### src/rtl/mr7r_pkg.sv
package mr7r_pkg;
  localparam int CW4_COUNT = 14;
  localparam int CW8_COUNT = 13;
  localparam int CW_COUNT  = CW4_COUNT + CW8_COUNT;
  localparam int CW_IDX_W  = $clog2(CW_COUNT);
  localparam int CW_DATA_W = 8;
  localparam int BUF_W     = 12;
  localparam int ROUTE_BIT = 12;
  localparam int PWR_SLOT  = 9;

  typedef logic [CW_IDX_W-1:0] cwIdx_t;

  typedef enum logic [1:0] {
    KIND_DROP,
    KIND_PLAIN,
    KIND_RCW,
    KIND_BCW
  } cmdKind_e;

  typedef struct packed {
    logic                 fwdLoad;
    logic                 bufLoad;
    logic                 cwWrite;
    cwIdx_t               cwSlot;
    logic [CW_DATA_W-1:0] cwData;
  } strobe_t;
endpackage

### src/rtl/mr7r_ctrl.sv
module mr7r_ctrl
  import mr7r_pkg::*;
#(
  parameter int ADDR_W = 13
) (
  input  logic              clk,
  input  logic              rstN,
  input  logic              cmdValid,
  input  logic              cs0N,
  input  logic              actN,
  input  logic              rasN,
  input  logic              casN,
  input  logic              weN,
  input  logic [1:0]        bg,
  input  logic [1:0]        ba,
  input  logic [ADDR_W-1:0] addr,
  output strobe_t           stb,
  output logic              cmdReady
);
  logic     busy;
  logic     accept;
  logic     isMrs;
  logic     isEscape;
  logic [3:0] cls;
  logic [3:0] sub;
  logic     slotValid;
  cwIdx_t   slot;
  cmdKind_e kind;

  assign accept   = cmdValid && !busy;
  assign cmdReady = !busy;
  assign isMrs    = actN && !rasN && !casN && !weN;
  assign isEscape = isMrs && !cs0N && !bg[1] && ({bg[0], ba} == 3'd7);
  assign cls      = addr[11:8];
  assign sub      = addr[7:4];

  // Control-word index decode
  always_comb begin
    if (cls == 4'd0) begin
      slotValid = int'(sub) < CW4_COUNT;
      slot      = CW_IDX_W'(sub);
    end else begin
      slotValid = (int'(cls) - 1) < CW8_COUNT;
      slot      = CW_IDX_W'(CW4_COUNT + int'(cls) - 1);
    end
  end

  always_comb begin
    if (!accept)              kind = KIND_DROP;
    else if (!isEscape)       kind = KIND_PLAIN;
    else if (addr[ROUTE_BIT]) kind = KIND_BCW;
    else                      kind = KIND_RCW;
  end

  always_comb begin
    stb.fwdLoad = (kind == KIND_PLAIN);
    stb.bufLoad = (kind == KIND_BCW);
    stb.cwWrite = (kind == KIND_RCW) && slotValid;
    stb.cwSlot  = slot;
    stb.cwData  = (cls == 4'd0) ? {4'b0000, addr[3:0]} : addr[7:0];
  end

  always_ff @(posedge clk) begin
    if (!rstN) busy <= 1'b0;
    else       busy <= stb.cwWrite;
  end


  write_bubble_chk: assert property (@(posedge clk) disable iff (!rstN)
    stb.cwWrite |=> !cmdReady);


  bubble_len_chk: assert property (@(posedge clk) disable iff (!rstN)
    !cmdReady |=> cmdReady);
endmodule

### src/rtl/mr7r_dpath.sv
module mr7r_dpath
  import mr7r_pkg::*;
#(
  parameter int ADDR_W = 13,
  parameter int CS_W   = 2
) (
  input  logic                 clk,
  input  logic                 rstN,
  input  strobe_t              stb,
  input  logic [CS_W-1:0]      csN,
  input  logic                 actN,
  input  logic                 rasN,
  input  logic                 casN,
  input  logic                 weN,
  input  logic [1:0]           bg,
  input  logic [1:0]           ba,
  input  logic [ADDR_W-1:0]    addr,
  input  cwIdx_t               cwRdIdx,
  output logic                 fwdValid,
  output logic [CS_W-1:0]      fwdCsN,
  output logic                 fwdActN,
  output logic                 fwdRasN,
  output logic                 fwdCasN,
  output logic                 fwdWeN,
  output logic [1:0]           fwdBg,
  output logic [1:0]           fwdBa,
  output logic [ADDR_W-1:0]    fwdAddr,
  output logic                 bufValid,
  output logic [BUF_W-1:0]     bufWord,
  output logic [CW_DATA_W-1:0] cwRdData,
  output logic                 ibtEnable,
  output logic                 idlePdEnable,
  output logic                 chanPowerDown
);
  logic [CW_DATA_W-1:0] cwFile [CW_COUNT];

  for (genvar g = 0; g < CW_COUNT; g++) begin : g_cw
    always_ff @(posedge clk) begin
      if (!rstN)
        cwFile[g] <= '0;
      else if (stb.cwWrite && (int'(stb.cwSlot) == g))
        cwFile[g] <= stb.cwData;
    end
  end

  assign cwRdData     = (int'(cwRdIdx) < CW_COUNT) ? cwFile[cwRdIdx] : '0;
  assign ibtEnable    = cwFile[PWR_SLOT][0];
  assign idlePdEnable = cwFile[PWR_SLOT][1];

  always_ff @(posedge clk) begin
    if (!rstN) begin
      fwdValid <= 1'b0;
      fwdCsN   <= '1;
      fwdActN  <= 1'b1;
      fwdRasN  <= 1'b1;
      fwdCasN  <= 1'b1;
      fwdWeN   <= 1'b1;
      fwdBg    <= '0;
      fwdBa    <= '0;
      fwdAddr  <= '0;
    end else begin
      fwdValid <= stb.fwdLoad;
      if (stb.fwdLoad) begin
        fwdCsN  <= csN;
        fwdActN <= actN;
        fwdRasN <= rasN;
        fwdCasN <= casN;
        fwdWeN  <= weN;
        fwdBg   <= bg;
        fwdBa   <= ba;
        fwdAddr <= addr;
      end
    end
  end

  always_ff @(posedge clk) begin
    if (!rstN) begin
      bufValid <= 1'b0;
      bufWord  <= '0;
    end else begin
      bufValid <= stb.bufLoad;
      if (stb.bufLoad) bufWord <= addr[BUF_W-1:0];
    end
  end

  always_ff @(posedge clk) begin
    if (!rstN) chanPowerDown <= 1'b0;
    else       chanPowerDown <= idlePdEnable && (&csN);
  end


  fwd_latency_chk: assert property (@(posedge clk) disable iff (!rstN)
    stb.fwdLoad |=> fwdValid && (fwdAddr == $past(addr)) && (fwdCsN == $past(csN)));


  buf_payload_chk: assert property (@(posedge clk) disable iff (!rstN)
    stb.bufLoad |=> bufValid && (bufWord == $past(addr[BUF_W-1:0])));


  cw_hold_chk: assert property (@(posedge clk) disable iff (!rstN)
    !stb.cwWrite |=> (cwRdIdx != $past(cwRdIdx)) || (cwRdData == $past(cwRdData)));
endmodule

### src/rtl/mr7_cmd_router.sv
module mr7_cmd_router
  import mr7r_pkg::*;
#(
  parameter int ADDR_W = 13,
  parameter int CS_W   = 2
) (
  input  logic                 clk,
  input  logic                 rstN,
  input  logic                 cmdValid,
  input  logic [CS_W-1:0]      csN,
  input  logic                 actN,
  input  logic                 rasN,
  input  logic                 casN,
  input  logic                 weN,
  input  logic [1:0]           bg,
  input  logic [1:0]           ba,
  input  logic [ADDR_W-1:0]    addr,
  output logic                 cmdReady,
  output logic                 fwdValid,
  output logic [CS_W-1:0]      fwdCsN,
  output logic                 fwdActN,
  output logic                 fwdRasN,
  output logic                 fwdCasN,
  output logic                 fwdWeN,
  output logic [1:0]           fwdBg,
  output logic [1:0]           fwdBa,
  output logic [ADDR_W-1:0]    fwdAddr,
  output logic                 bufValid,
  output logic [BUF_W-1:0]     bufWord,
  input  logic [CW_IDX_W-1:0]  cwRdIdx,
  output logic [CW_DATA_W-1:0] cwRdData,
  output logic                 ibtEnable,
  output logic                 idlePdEnable,
  output logic                 chanPowerDown
);
  strobe_t stb;

  mr7r_ctrl #(.ADDR_W(ADDR_W)) ctrl_i (
    .clk(clk), .rstN(rstN), .cmdValid(cmdValid), .cs0N(csN[0]),
    .actN(actN), .rasN(rasN), .casN(casN), .weN(weN),
    .bg(bg), .ba(ba), .addr(addr), .stb(stb), .cmdReady(cmdReady)
  );

  mr7r_dpath #(.ADDR_W(ADDR_W), .CS_W(CS_W)) dpath_i (
    .clk(clk), .rstN(rstN), .stb(stb), .csN(csN), .actN(actN),
    .rasN(rasN), .casN(casN), .weN(weN), .bg(bg), .ba(ba), .addr(addr),
    .cwRdIdx(cwRdIdx), .fwdValid(fwdValid), .fwdCsN(fwdCsN),
    .fwdActN(fwdActN), .fwdRasN(fwdRasN), .fwdCasN(fwdCasN),
    .fwdWeN(fwdWeN), .fwdBg(fwdBg), .fwdBa(fwdBa), .fwdAddr(fwdAddr),
    .bufValid(bufValid), .bufWord(bufWord), .cwRdData(cwRdData),
    .ibtEnable(ibtEnable), .idlePdEnable(idlePdEnable),
    .chanPowerDown(chanPowerDown)
  );


  route_excl_chk: assert property (@(posedge clk) disable iff (!rstN)
    !(fwdValid && bufValid));


  bubble_drop_chk: assert property (@(posedge clk) disable iff (!rstN)
    !cmdReady |=> !fwdValid && !bufValid);
endmodule

### config.mk
export PLATFORM = sky130hd
export DESIGN_NAME = mr7_cmd_router
export DESIGN_NICKNAME = d
export VERILOG_FILES = /design/src/rtl/mr7r_pkg.sv /design/src/rtl/mr7r_ctrl.sv /design/src/rtl/mr7r_dpath.sv /design/src/rtl/mr7_cmd_router.sv
export SDC_FILE = /design/constraint.sdc
export NUM_CORES = 1
export LEC_CHECK = 0
export ABC_AREA = 1
export BUFFER_PORTS_ARGS = -buffer_cell sky130_fd_sc_hd__buf_4
export CORE_MARGIN = 2
export CORE_UTILIZATION = 60
export CTS_BUF_LIST = sky130_fd_sc_hd__clkbuf_16
export DETAILED_ROUTE_END_ITERATION = 16
export PLACE_DENSITY_LB_ADDON = 0.05
export SLEW_MARGIN = 0
export SYNTH_ARGS = -nofsm -noshare
export SYNTH_HDL_FRONTEND = slang
export SYNTH_SLANG_ARGS = --single-unit
export TNS_END_PERCENT = 50
### constraint.sdc
create_clock -name clk -period 2.9 [get_ports clk]
set_input_delay 0.435 -clock clk [delete_from_list [all_inputs] [get_ports clk]]
set_output_delay 0.435 -clock clk [all_outputs]
set_load 0.01 [all_outputs]
## Yosys cells after proc, flatten, opt, wreduce, memory -nomap -nowiden

Memories as Yosys holds them, arrays and structs flattened.
Index checks and enable logic that the tools add are counted.

| cells by class | value |
|---|---|
| $add $sub $neg | 3 |
| order comparisons | 3 |
| eq/ne operators | 30 |
| mux-type cells | 116 |
| bitwise operators | 27 |
| reduce and logical (&&, ||, !) cells | 45 |

Operator list:

| kind | number |
|---|---|
| 2-to-1 mux 8 bit | 29 |
| 2-to-1 mux 1 bit | 84 |
| equality test 5 bit, second input constant | 16 |
| logical AND 1 bit | 36 |
| equality test 5 x 4 -> 1 bit, second input constant | 7 |
| < comparator 32 x 5 -> 1 bit, second input constant | 1 |
| OR 1 bit | 27 |
| equality test 5 x 3 -> 1 bit, second input constant | 2 |
| zero test 1 bit | 6 |
| adder 4 x 4 -> 5 bit, first input constant | 1 |
| equality test 5 x 2 -> 1 bit, second input constant | 1 |
| zero test 5 bit | 1 |
| < comparator 5 bit, second input constant | 1 |
| 2-to-1 mux 5 bit | 1 |
| subtractor 4 x 1 -> 5 bit, second input constant | 1 |
| subtractor 5 x 2 -> 5 bit, second input constant | 1 |
| equality test 2 bit, second input constant | 2 |
| zero test 4 bit | 1 |
| < comparator 4 bit, second input constant | 1 |
| 2-to-1 mux 2 bit | 2 |
| equality test 3 bit, second input constant | 1 |
| equality test 2 x 1 -> 1 bit, second input constant | 1 |
| AND reduction 2 bit | 1 |

| word-level totals | value |
|---|---|
| bits in registers | 39 |
| RAM bits | 216 |
| input port bits | 31 |
| output and inout bits | 49 |
| memories | 1 |

Memories:

| memory | words | bits a word | read ports | clocked after memory_dff | wr ports | RTL line | RTL |
|---|---|---|---|---|---|---|---|
| dpath_i.cwFile | 27 | 8 | 2 | 0 | 27 | mr7r_dpath.sv:35 | `logic [CW_DATA_W-1:0] cwFile [CW_COUNT];` |

## Depth between registers and ports, before layout

Gate-level depths: netlist (run 1).

| logic depth | value |
|---|---|
| depth after elaboration | 16 |
| depth in mapped cells | 12 |

## Cells and area by module

From an unflattened synthesis (run 1), not the netlist that was laid out.

| second synthesis, totals | value |
|---|---|
| cell total of the unflattened synthesis | 1391 |
| area total of the unflattened synthesis | 12035.3 um^2 |

Modules (own cells, without submodules):

| module | instances | cells an instance | area an instance (um^2) | sequential area each (um^2) |
|---|---|---|---|---|
| mr7r_dpath | 1 | 1330 | 11722.5 | 7247.0 |
| mr7r_ctrl | 1 | 61 | 312.8 | 20.0 |

## Worst setup path after synthesis (run 1)

No wires, ideal clock.

| timing path | value |
|---|---|
| path kind | input to register |
| start | in addr[8] |
| end | mem dpath_i.cwFile[10][0], enable pin |
| data arrival time | 2.229 ns |
| required time | 2.516 ns |
| path slack | 0.287 ns |
| stages on the path | 9 |
| cell sequence | inv_1 -> ha_1 -> nand2_2 -> nor2_1 -> nor2_1 -> nand2_1 -> nor2_1 -> nand2_1 -> o21ai_0 |

RTL lines:

| what | RTL line | RTL |
|---|---|---|
| from (decl) | mr7_cmd_router.sv:17 | `input logic [ADDR_W-1:0] addr,` |
| to (decl) | mr7r_dpath.sv:35 |  |

## Worst setup path in the final report (run 1)

| timing path | value |
|---|---|
| start | in cwRdIdx[2] |
| end | out cwRdData[6] |

| between the ends | value |
|---|---|
| word-level cells in the longest chain between the ends | 2 |

Ends and longest elaborated chain:

| what | RTL line | RTL |
|---|---|---|
| from (decl) | mr7_cmd_router.sv:30 | `input logic [CW_IDX_W-1:0] cwRdIdx,` |
| memory read (27 x 8 bit) or < comparator 5 bit (tied branches) | -- |  |
| 2-to-1 mux 8 bit * | mr7r_dpath.sv:46 | `assign cwRdData = (int'(cwRdIdx) < CW_COUNT) ? cwFile[cwRdIdx] : '0;` |
| to (decl) | mr7_cmd_router.sv:31 | `output logic [CW_DATA_W-1:0] cwRdData,` |

Mark *: on every way between the ends. The rest lies on a longest branch, timed or not.

==> results.md, run 1 <==
Placed design:
- Buffers placed on the I/O ports in this run total 79.
- Detailed placement ended at an HPWL of 19900 um.
- The total cell area at the placement stage is 12600 sq um.
- The final weighted congestion in routability-driven placement is 0.922.

STA:
- The hold violation count in the final report was 0.
- The relative max-transition margin is 48.1%.
- The achievable frequency is just under 400 MHz.
- The post-route setup TNS is 0 ns.
- The final max-slew violation count is 0.
- After layout, the worst path uses approximately 90% of the clock period.
- For the pin with the worst max-slew slack, the measured transition is 0.777 ns.
- Setup repair after global routing left no endpoint under its margin.
- Setup violations remaining at the end of the flow were counted as 0.
- For the finished layout, the period the worst path requires is 2.54 ns.
- The clock skew after layout is 0.0191 ns.
- The final-layout worst hold slack is 0.167 ns.

Critical path:
- STA classifies the critical path endpoint as a primary output.
- The signal on the critical path passes through buf_4, inv_1, buf_4, o211ai_1, nand3_1, nand2_1, nand2_1, nand2_1, buf_4.
- The critical path startpoint is cwRdIdx[2].
- The required time at the endpoint of the critical path is 2.47 ns.
- The sort of element at the start of the critical path is a primary input.
- The worst register-to-register path begins at ctrl_i.busy.
- The number of buffer and inverter instances along the worst setup path is 4.
- The cell family contributing the most delay on the critical path is buffers and inverters.
- The critical path is of the in2out type.
- The cell type of the slowest stage on the worst timing path is sky130_fd_sc_hd__inv_1.
- At the worst endpoint, the arrival time is between 2 and 2.5 ns.
- The highest net fanout along the worst path is 21.
- For this run, the slowest stage of the critical path takes 0.51 ns.

Drt:
- In the final routed layout, each cell accounts on average for a little under 20 um.
- The wire length reported by the detailed router is 30100 um.
- In the routed layout, each cell is associated on average with a via count of 5.80.
- After detailed routing, the number of remaining DRC violations is 0.
- The detailed router placed ~9000 vias in this run.
- The detailed router's first-iteration violation count is 829.
- Before antenna repair, the detailed router went through 5 iterations.
- The count of nets left with antenna violations after detail routing is 0.

Die:
- The die extent in x is 142 um.
- The floorplan step defined a die boundary enclosing just over 20000 sq um.
- The die is 142 um tall.
- The core region is 18700 sq um.
- 80 I/O pins were placed.
- The floorplan has 50 rows.
- Once the floorplan was initialized, standard cells occupied 61.0% of the core.

Layout:
- Measured on the finished design, the core utilization comes to 71.4%.
- From synthesis to final layout, the design area changed by 16.9%.
- The number of antenna cells inserted is 0.
- The post-route cell area is 13300 sq um.
- The final-stage net count is 1346.
- Cells with a size suffix above 1 make up approximately 14% of the layout.

Logic synthesis:
- The top flip-flop cell by instance count after synthesis is sky130_fd_sc_hd__edfxtp_1.
- The count of flip-flops with a built-in enable after synthesis is 216.
- The count of unique library cells instantiated by Yosys is 27.
- Sorting the synthesized cells by area gives the leading types as sky130_fd_sc_hd__edfxtp_1 (57%), sky130_fd_sc_hd__nor2_1 (11%), sky130_fd_sc_hd__dfxtp_1 (6.8%), sky130_fd_sc_hd__o21ai_0 (5.5%), sky130_fd_sc_hd__nand2_1 (5.1%).
- After synthesis the netlist holds a flip-flop and latch count of ~260.
- The number of warnings reported in the yosys synthesis log is 0.
- Synthesis produced 1195 cells.
- The post-synthesis instance area is 11400 sq um.
- The average cell area after synthesis is ~9.6 sq um.
- For this run, the register share of the synthesized area comes to 63.7%.
- For this run, asynchronously set or reset flops after synthesis account for 0%.
- Counting instances in the post-synthesis netlist gives the leading cell types as sky130_fd_sc_hd__nor2_1 (337), sky130_fd_sc_hd__edfxtp_1 (216), sky130_fd_sc_hd__nand2_1 (155).
- The most common cell in the synthesized netlist is sky130_fd_sc_hd__nor2_1.
- sky130_fd_sc_hd__edfxtp_1 takes more of the synthesized area than any other cell.
- The top cell type by area accounts for 56.8% of the synthesized area.

Clock network:
- The clock drives 255 sinks.
- The total setup buffers inserted after CTS is 0.
- TritonCTS built the clock tree.
- The number of cells upsized or downsized after cts is 0.
- TritonCTS created 26 clock buffers.
- The buffer depth of the longest clock path is 3.
- Hold repair after CTS inserted 0 buffers.
- The tree is rooted in a sky130_fd_sc_hd__clkbuf_16.
- The number of levels in the clock H-tree is 1.
- The clock reaches the later pin of the worst-skew pair after 0.54 ns.
- The clock slew at the register clock pins of the worst setup and hold paths is 0.06 ns.

Global routing:
- For this run, the total global-route usage over all layers was measured as between 30% and 40%.
- Entering global routing, the biggest net connects roughly 70 pins.
- The first global-routing pass estimated 46400 um of wire.
- The via count of the first global-routing pass is between 8000 and 9000.
- The sum of overflow across all layers after global routing is 0.
- The initial antenna violation count is 0.

Pwr:
- The maximum VDD drop is ~470 uV.
- Dividing total power by cell area gives a power density of between 600 and 700 nW/um^2.
- Summed over all cells, the static leakage comes to around 5.3 nW.

Run status:
- The run finished with clean final reports.

Worst hold path:
- In this run the most critical hold path is launched from weN.
- The kind of path behind the tightest hold check is in2reg.

Job:
- Across the run, the number of max-cap violations was 0.
==> layout by cell type (no fill, tap or decap), types with 34 or more instances in the layout <==
cell,instances
sky130_fd_sc_hd__a21oi_1,49
sky130_fd_sc_hd__o21ai_0,125
sky130_fd_sc_hd__dfxtp_1,39
sky130_fd_sc_hd__nand3_1,67
sky130_fd_sc_hd__nor2_1,337
sky130_fd_sc_hd__o211ai_1,34
sky130_fd_sc_hd__inv_1,45
sky130_fd_sc_hd__buf_4,118
sky130_fd_sc_hd__nand2_1,155
sky130_fd_sc_hd__edfxtp_1,216
sky130_fd_sc_hd__conb_1,40
==> worst paths after layout <==
kind	endpoint	slack [ns]	cells after the start
max	cwRdData[6]	0.36	9
min	dpath_i.fwdWeN	0.17	3
max reg2reg	dpath_i.cwFile[8][7]	0.60	6
min reg2reg	dpath_i.fwdActN	0.46	2
==> worst reg2reg max path, stage by stage, from the launching register on <==
cell and delay (ns):
sky130_fd_sc_hd__dfxtp_1 0.31, sky130_fd_sc_hd__nor2_1 0.13, sky130_fd_sc_hd__nand4_1 0.29, sky130_fd_sc_hd__nor2_1 0.40, sky130_fd_sc_hd__nand2_1 0.32, sky130_fd_sc_hd__o21ai_0 0.33
sky130_fd_sc_hd__buf_4 0.23
==> per-layer routing <==
layer  vias up  part of all wire [%]  GRT usage [%]
met4         0                   3.0           8.68
met3        75                    10           5.18
met2       458                    46           48.5
li1       4285                     -              -
met5         -                     0              0
met1      4253                    41           43.0
==> registers in the layout, summed over array words and instances, names as in the netlist, 2 cells and up <==
register,cells
dpath_i.fwdCsN,2
dpath_i.fwdAddr,13
dpath_i.bufWord,12
dpath_i.cwFile,216
dpath_i.fwdBg,2
dpath_i.fwdBa,2
==> power by group <==
part | switching [mW] | internal, mW | leakage, nW
logic | 0.531 | 0.247 | 2.47
registers | 0.0593 | 4.16 | 2.38
clock network | 1.36 | 1.76 | 0.405
==> cell families (layout without fill, tap and decap cells) <==
| logic type | count (synthesis) | in the layout | share of synthesized area (%) |
|---|---|---|---|
| simple gates | 589 | 589 | 21.1 |
| fa+ha+maj | 3 | 3 | 0.329 |
| flops | 255 | 255 | 63.7 |
| buf+inv | 120 | 216 | 4.00 |
| compound gates | 227 | 227 | 10.9 |
| other cells | 1 | 40 | 0.0328 |
==> layout make-up <==
class                      instances  area, sq um
multi-input combinational        859         3840
tap                              234          293
timing repair buffer             123          986
clock buffer                      27          676
inverter                          47          176
sequential                       255         7270
fill                            1414         5360
clock inverter                    19          110
==> through the flow <==
step	setup WS (ns)	cells	power, mW
global placement	0.148	1518	5.04
detailed placement	0.109	1518	5.06
global route	0.282	1564	8.35
CTS	0.350	1564	8.11
finish	0.361	1564	8.11
floorplan	0.287	1234	4.72
Note: power is estimated with default switching activity, not from simulation.
==> inputs of run 2 (changes only) <==
--- a/config.mk
+++ b/config.mk
@@ -6,7 +6,7 @@
 export NUM_CORES = 1
 export LEC_CHECK = 0
 export ABC_AREA = 1
-export BUFFER_PORTS_ARGS = -buffer_cell sky130_fd_sc_hd__buf_4
+export BUFFER_PORTS_ARGS = -buffer_cell sky130_fd_sc_hd__buf_2
 export CORE_MARGIN = 2
 export CORE_UTILIZATION = 60
 export CTS_BUF_LIST = sky130_fd_sc_hd__clkbuf_16
==> run 2 against run 1 <==
- via count fell by 0.23%
- global-route usage fell by 0.38 points
- die area did not move
- setup slack got worse by 0.015 ns
- fmax fell by 0.60%
- sequential cell count did not move
- wire length fell by 2.5%
- critical path type unchanged
- largest cell class unchanged
==> results.md, run 2 (synthesis gave the netlist of run 1 again) <==
Drt:
- The via density per instance is 5.78.
- For this block, the routed nets add up to 29400 um of wire.
- The vias after detailed routing is 9050.
- In this run, the number of DRC markers left after iteration 0 of detailed routing was around 1100.
- Once detail routing completed, the nets flagged for antenna violations numbered 0.
- The number of detailed-routing iterations run before antenna repair is 6.
- After detailed routing, the average wire length per cell comes to ~19 um.
- The count of unresolved DRC violations after routing is 0.

Clock network:
- The clock root buffer is sky130_fd_sc_hd__clkbuf_16.
- The total CTS buffers is 26.
- The number of buffers inserted for hold repair after clock tree synthesis is 0.
- TritonCTS built the clock tree.
- Post-CTS repair changed the size of 0 cells.
- The clock drives between 200 and 300 sinks.
- The later pin in the worst-skew pair is clocked with a latency of roughly 0.54 ns.
- The total setup buffers inserted after CTS is 0.
- The buffer depth of the longest clock path is 3.
- The clock slew at the register clock pins of the worst setup and hold paths is 0.06 ns.
- CTS built an H-tree with a depth of 1.

Die:
- The number of standard-cell rows in the floorplan is 50.
- The number of top-level pins is 80.
- The floorplan step set the die height to around 140 um.
- In this run the standard cell core region covers 18700 sq um.
- The die extent in x is 142 um.
- The full die area is 20100 sq um.
- Once the floorplan was initialized, standard cells occupied 61.0% of the core.

Pwr:
- The cell leakage power is 5.22 nW.
- The completed layout was analyzed and its total power is 8.14 mW.
- In this run the power density over the cells is 619 nW/um^2.
- Across the VDD grid, the largest voltage drop is 508 uV.

Placed design:
- Buffers placed on the I/O ports in this run total 79.
- Routability-driven placement finished with a final weighted congestion of 0.931.
- In this run, placement finished with an instance count of 1517.
- The half-perimeter wire length after placement is 19400 um.

Global routing:
- The total global routing track utilization is 29.8%.
- The via count of the first global-routing pass is 8603.
- Entering global routing, the biggest net connects 69 pins.
- The initial antenna violation count is 0.
- The first global-routing pass estimated roughly 46000 um of wire.
- The sum of overflow across all layers after global routing is 0.

Run status:
- The flow ran to the end, and the final reports show no timing, DRC or antenna violations.

Layout:
- The synthesis-to-finish area growth is 15.1%.
- The layout has between 1000 and 1500 filler cells.
- Counting flops per register, the top entry is dpath_i.cwFile.
- The number of flip-flops in the largest register is 216.
- At the end of the flow the core is filled with cells to between 70% and 80%.
- The most common cell after layout, fill and taps aside is sky130_fd_sc_hd__nor2_1.
- The multi-input combinational cells in the finished layout cover a total of 3840 sq um.
- The library cells used most frequently in the layout, excluding fill and tap cells, are sky130_fd_sc_hd__nor2_1 (337), sky130_fd_sc_hd__edfxtp_1 (216), sky130_fd_sc_hd__nand2_1 (155), sky130_fd_sc_hd__o21ai_0 (125), sky130_fd_sc_hd__buf_2 (79).
- The largest registers in the layout are dpath_i.cwFile (216), dpath_i.fwdAddr (13), dpath_i.bufWord (12).
- The flip-flop and latch area is approximately 7300 sq um.
- The number of antenna cells inserted is 0.
- The final-stage net count is between 1000 and 1500.
- The post-route netlist has 13.8% of its cells at a drive strength greater than 1.
- The final instance count without filler cells is 1565.

Critical path:
- The critical path startpoint is cwRdIdx[0].
- The data arrival time of the critical path is about 2.1 ns.
- In this run the worst path has a maximum fanout of 42.
- The number of cells on the worst reg-to-reg path is 6.
- The worst setup path is of the in2out kind.
- The most critical setup path has its endpoint at cwRdData[4].
- In this run the register-to-register setup slack is 0.83 ns.
- The reg-to-reg endpoint is dpath_i.cwFile[0][5].
- The worst setup path is launched from a primary input.
- The category of the worst setup path capture point is a primary output.
- At the worst endpoint, the required time is 2.47 ns.
- The startpoint identified for the worst register-to-register timing path is ctrl_i.busy.

STA:
- The post-route setup TNS is 0 ns.
- For the pin with the worst max-slew slack, the measured transition is 0.789 ns.
- The hold violation count in the final report is 0.
- The time the final worst path needs with I/O delays and setup is between 2 and 3 ns.
- The relative max-transition margin is between 40% and 50%.
- Setup repair after global routing left no endpoint under its margin.
- For this run, the top clock speed supported by timing is 392 MHz.
- The final clock period utilization by the worst path is approximately 88%.
- The final max-slew violation count is 0.
- The clock skew after layout is 0.0245 ns.
- Setup violations remaining at the end of the flow were counted as 0.

Worst hold path:
- The kind of path behind the tightest hold check is in2reg.

Job:
- The max-capacitance violation count is 0.
run 2: worst min path at each step:
stage / to / cells past startpoint / start
floorplan: dpath_i.fwdBg[1] / 2 / dpath_i.fwdBg[1]
global placement: dpath_i.fwdActN / 2 / dpath_i.fwdActN
detailed placement: dpath_i.fwdActN / 2 / dpath_i.fwdActN
CTS: dpath_i.chanPowerDown / 3 / csN[1]
global route: dpath_i.chanPowerDown / 3 / csN[1]
finish: dpath_i.chanPowerDown / 3 / csN[1]
run 2: critical path, stage by stage:
cell	delay, ns
sky130_fd_sc_hd__buf_2	0.15
sky130_fd_sc_hd__buf_4	0.39
sky130_fd_sc_hd__nor2_1	0.09
sky130_fd_sc_hd__nor2_1	0.09
sky130_fd_sc_hd__o21ai_0	0.15
sky130_fd_sc_hd__o211ai_1	0.21
sky130_fd_sc_hd__nand3_1	0.19
sky130_fd_sc_hd__nand2_1	0.12
sky130_fd_sc_hd__nand2_1	0.05
sky130_fd_sc_hd__nand2_1	0.08
sky130_fd_sc_hd__buf_2	0.14
run 2: layout make-up:
type | count | area share, %
flip-flops and latches | 255 | 55.3
multi-input cells | 859 | 29.2
repair buffers | 122 | 5.75
clock buffers | 27 | 5.14
well taps | 234 | 2.23
inverters | 47 | 1.34
clock inverters | 21 | 1.06
run 2: report_power, final:
part	switching (mW)	internal, mW	total [mW]
combinational	0.527	0.214	0.740
sequential	0.0576	4.16	4.22
clock	1.34	1.85	3.18
total	1.92	6.22	8.14
run 2: metrics by stage:
stage	worst slack (ns)	instance area, sq um	hold WS (ns)
after floorplan	0.287	11600	0.486
after global placement	0.323	12300	0.436
after detailed placement	0.251	12300	0.445
after CTS	0.386	13100	0.154
after global routing	0.245	13100	0.173
final	0.346	13100	0.171
run 2: per-layer routing:
metal / part of all wire, % / track usage (%) / vias up
li1: - / - / 4281
met1: 41 / 42.3 / 4223
met2: 47 / 47.2 / 485
met3: 9.6 / 4.85 / 61
met4: 2.9 / 10.8 / 0
met5: 0 / 0 / -
==> inputs of run 3 (changes only) <==
--- a/config.mk
+++ b/config.mk
@@ -9,7 +9,6 @@
 export BUFFER_PORTS_ARGS = -buffer_cell sky130_fd_sc_hd__buf_2
 export CORE_MARGIN = 2
 export CORE_UTILIZATION = 60
-export CTS_BUF_LIST = sky130_fd_sc_hd__clkbuf_16
 export DETAILED_ROUTE_END_ITERATION = 16
 export PLACE_DENSITY_LB_ADDON = 0.05
 export SLEW_MARGIN = 0
==> run 3 against run 2 <==
- worst hold slack worse by 0.0029 ns
- wire length down 0.29%
- combinational power about the same
- via count up 0.53%
==> results.md, run 3 (synthesis gave the netlist of run 1 again) <==
Run status:
- The flow ran to the end, and the final reports show no timing, DRC or antenna violations.

STA:
- Timing would allow up to between 300 and 400 MHz.
- The hold violation count in the final report came to 0.
- The worst path in the final design needs a cycle of 2.55 ns, including I/O delays and setup.
- The actual transition at the worst max-transition pin is 0.791 ns.
- The final max-slew violation count was 0.
- Across the routed clock network, the largest skew measured is roughly 0.019 ns.
- After routing, the total negative slack on setup checks comes to 0 ns.
- Setup violations remaining at the end of the flow were counted as 0.
- Setup repair after global routing left no endpoint under its margin.
- On the final layout, the worst hold slack is 0.168 ns.
- The relative max-transition margin is 47.2%.
- The worst path uses about 90% of the clock period.

Layout:
- Counting flops per register, the top entry is dpath_i.cwFile.
- The largest registers in the layout are dpath_i.cwFile (216), dpath_i.fwdAddr (13), dpath_i.bufWord (12).
- The number of flip-flops in the largest register is 216.
- After the flow finishes, the layout carries non-filler instances totaling 1565.
- The synthesis-to-finish area growth is 15.7%.
- The number of antenna diodes in the final layout is 0.
- The library cell used most frequently in the layout, excluding fill and tap cells, is sky130_fd_sc_hd__nor2_1.
- The library cells used most frequently in the layout, excluding fill and tap cells, are sky130_fd_sc_hd__nor2_1 (337), sky130_fd_sc_hd__edfxtp_1 (216), sky130_fd_sc_hd__nand2_1 (155), sky130_fd_sc_hd__o21ai_0 (125), sky130_fd_sc_hd__buf_2 (79).
- The ratio of cells with drive above 1 in the final layout is 14.3%.
- The final-stage net count is around 1300.

Pwr:
- The internal power is between 6 and 7 mW.
- The maximum VDD drop is between 500 and 600 uV.
- Summing internal, switching and leakage power gives approximately 8.3 mW.
- The share of power burned in combinational logic is 8.9%.
- The switching fraction of total power is 23.2%.
- The cell leakage power is around 5.2 nW.
- The clock group share of total power is 40.5%.
- The power per standard cell area is 631 nW/um^2.
- Registers are responsible for 50.6% of the overall power.
- The analysis attributes to net switching a power of around 1.9 mW.

Drt:
- Dividing the detail-routed via count by the number of cells gives 5.81.
- The post-detailed-route wirelength per cell is 18.7 um.
- The met1 wire length is 12100 um.
- The count of nets left with antenna violations after detail routing is 0.
- The routed layout has 9098 vias.
- The met2 layer wire length in the routed design is 13700 um.
- The sum of met3 wire segment lengths after detailed routing is roughly 2700 um.
- After detailed routing, the number of remaining DRC violations is 0.
- The detailed router's first-iteration violation count is 1086.
- The highest routing layer actually used is met4.
- Wires add up to 29300 um.
- The first detailed-routing pass ran for 6 iterations.

Worst hold path:
- In this run the worst hold path is classified as in2reg.
- Counting instances, the worst hold path has a depth of 3.
- For hold timing, the worst endpoint is dpath_i.chanPowerDown.
- In this run the most critical hold path is launched from csN[1].

Global routing:
- The first global-routing pass estimated 45900 um of wire.
- The maximum number of pins on one net before global-route repair is 69.
- Across every metal layer, demand over resource in global routing totals 29.8%.
- The via count of the first global-routing pass is 8567.
- After global routing the overflow that remains totals 0.
- The initial antenna violation count was 0.

Critical path:
- The data arrival time of the critical path is around 2.1 ns.
- Setup slack on the worst reg-to-reg path comes out at 0.84 ns.
- The sort of element at the start of the critical path is a primary input.
- The cell depth of the worst flop-to-flop path is 6.
- The startpoint identified for the worst register-to-register timing path is ctrl_i.busy.
- The required time at the endpoint of the critical path is 2.47 ns.
- The reg-to-reg endpoint is dpath_i.cwFile[0][5].
- By startpoint and endpoint, the worst setup path is classified as in2out.
- The highest net fanout along the worst path is 42.
- The category of the worst setup path capture point is a primary output.

Placed design:
- The half-perimeter wire length after placement is 19400 um.
- The number of instances in the placed design is approximately 1500.
- The final weighted congestion in routability-driven placement is 0.931.
- The number of buffers added on ports is ~80.

Clock network:
- In this run the number of H-tree levels came out at 1.
- The CTS tree is done.
- Hold repair after CTS inserted 0 buffers.
- The clock drives 255 sinks.
- The longest clock path from root to sink contains 3 buffers.
- Clock latency on the worst-skew pair, taken at its later pin, is 0.53 ns.
- The clock slew at the register clock pins of the worst setup and hold paths is ~0.06 ns.
- The total CTS buffers is 26.
- CTS placed an instance of sky130_fd_sc_hd__clkbuf_16 at the clock tree root.
- In this run the post-CTS setup repair buffer count came out at 0.
- In this run, post-CTS repair resized a total of 0 instances.

Die:
- The vertical die dimension is 142 um.
- The floorplan step defined a die boundary enclosing approximately 20000 sq um.
- The die extent in x is 142 um.
- Once the floorplan was initialized, standard cells occupied 61.0% of the core.
- The standard cell core area is 18700 sq um.
- During I/O placement, the number of pins put on the boundary was 80.
- Row generation in the floorplan step produced 50 rows.

Job:
- The tool flagged a number of max-cap violations equal to 0.
==> run 3: worst max-delay path, cell delays in order <==
cell,delay (ns)
sky130_fd_sc_hd__buf_2,0.16
sky130_fd_sc_hd__buf_4,0.39
sky130_fd_sc_hd__nor2_1,0.09
sky130_fd_sc_hd__nor2_1,0.09
sky130_fd_sc_hd__o21ai_0,0.14
sky130_fd_sc_hd__o211ai_1,0.20
sky130_fd_sc_hd__nand3_1,0.18
sky130_fd_sc_hd__nand2_1,0.12
sky130_fd_sc_hd__nand2_1,0.05
sky130_fd_sc_hd__nand2_1,0.09
sky130_fd_sc_hd__buf_2,0.14
==> run 3: area by class of cell <==
cell class / count / area, sq um
clock buffer: 40 / 785
clock inverter: 8 / 90.1
fill: 1444 / 5500
inverter: 47 / 176
multi-input combinational: 859 / 3840
sequential: 255 / 7270
tap: 234 / 293
timing repair buffer: 122 / 756
==> run 3: worst max-delay path by stage <==
| stage | from | endpoint | slack, ns |
|---|---|---|---|
| floorplan | addr[8] | dpath_i.cwFile[10][0] | 0.29 |
| global placement | addr[8] | dpath_i.cwFile[0][5] | 0.32 |
| detailed placement | addr[8] | dpath_i.cwFile[4][5] | 0.25 |
| CTS | cwRdIdx[0] | cwRdData[4] | 0.39 |
| global route | cwRdIdx[0] | cwRdData[3] | 0.25 |
| finish | cwRdIdx[0] | cwRdData[4] | 0.35 |
==> run 3: through the flow <==
stage	setup slack (ns)	area, sq um	utilization, %
finish	0.353	13200	70.6
global route	0.247	13200	70.6
CTS	0.386	13200	70.6
detailed placement	0.251	12300	65.9
global placement	0.323	12300	65.9
floorplan	0.287	11600	-
==> run 3: power groups by stage <==
stage	registers (mW)	logic [mW]	clock network, mW
4_1_cts	4.22	0.728	3.40
3_5_place_dp	4.29	0.725	0
6_report	4.22	0.740	3.38
3_3_place_gp	4.29	0.719	0
5_1_grt	4.24	0.816	3.55
2_1_floorplan	4.29	0.436	0
==> run 3: per-layer routing <==
layer	vias to the layer above	track usage [%]
met1	4279	42.4
met4	0	10.5
met3	65	4.81
met2	466	47.0
met5	-	0
li1	4288	-
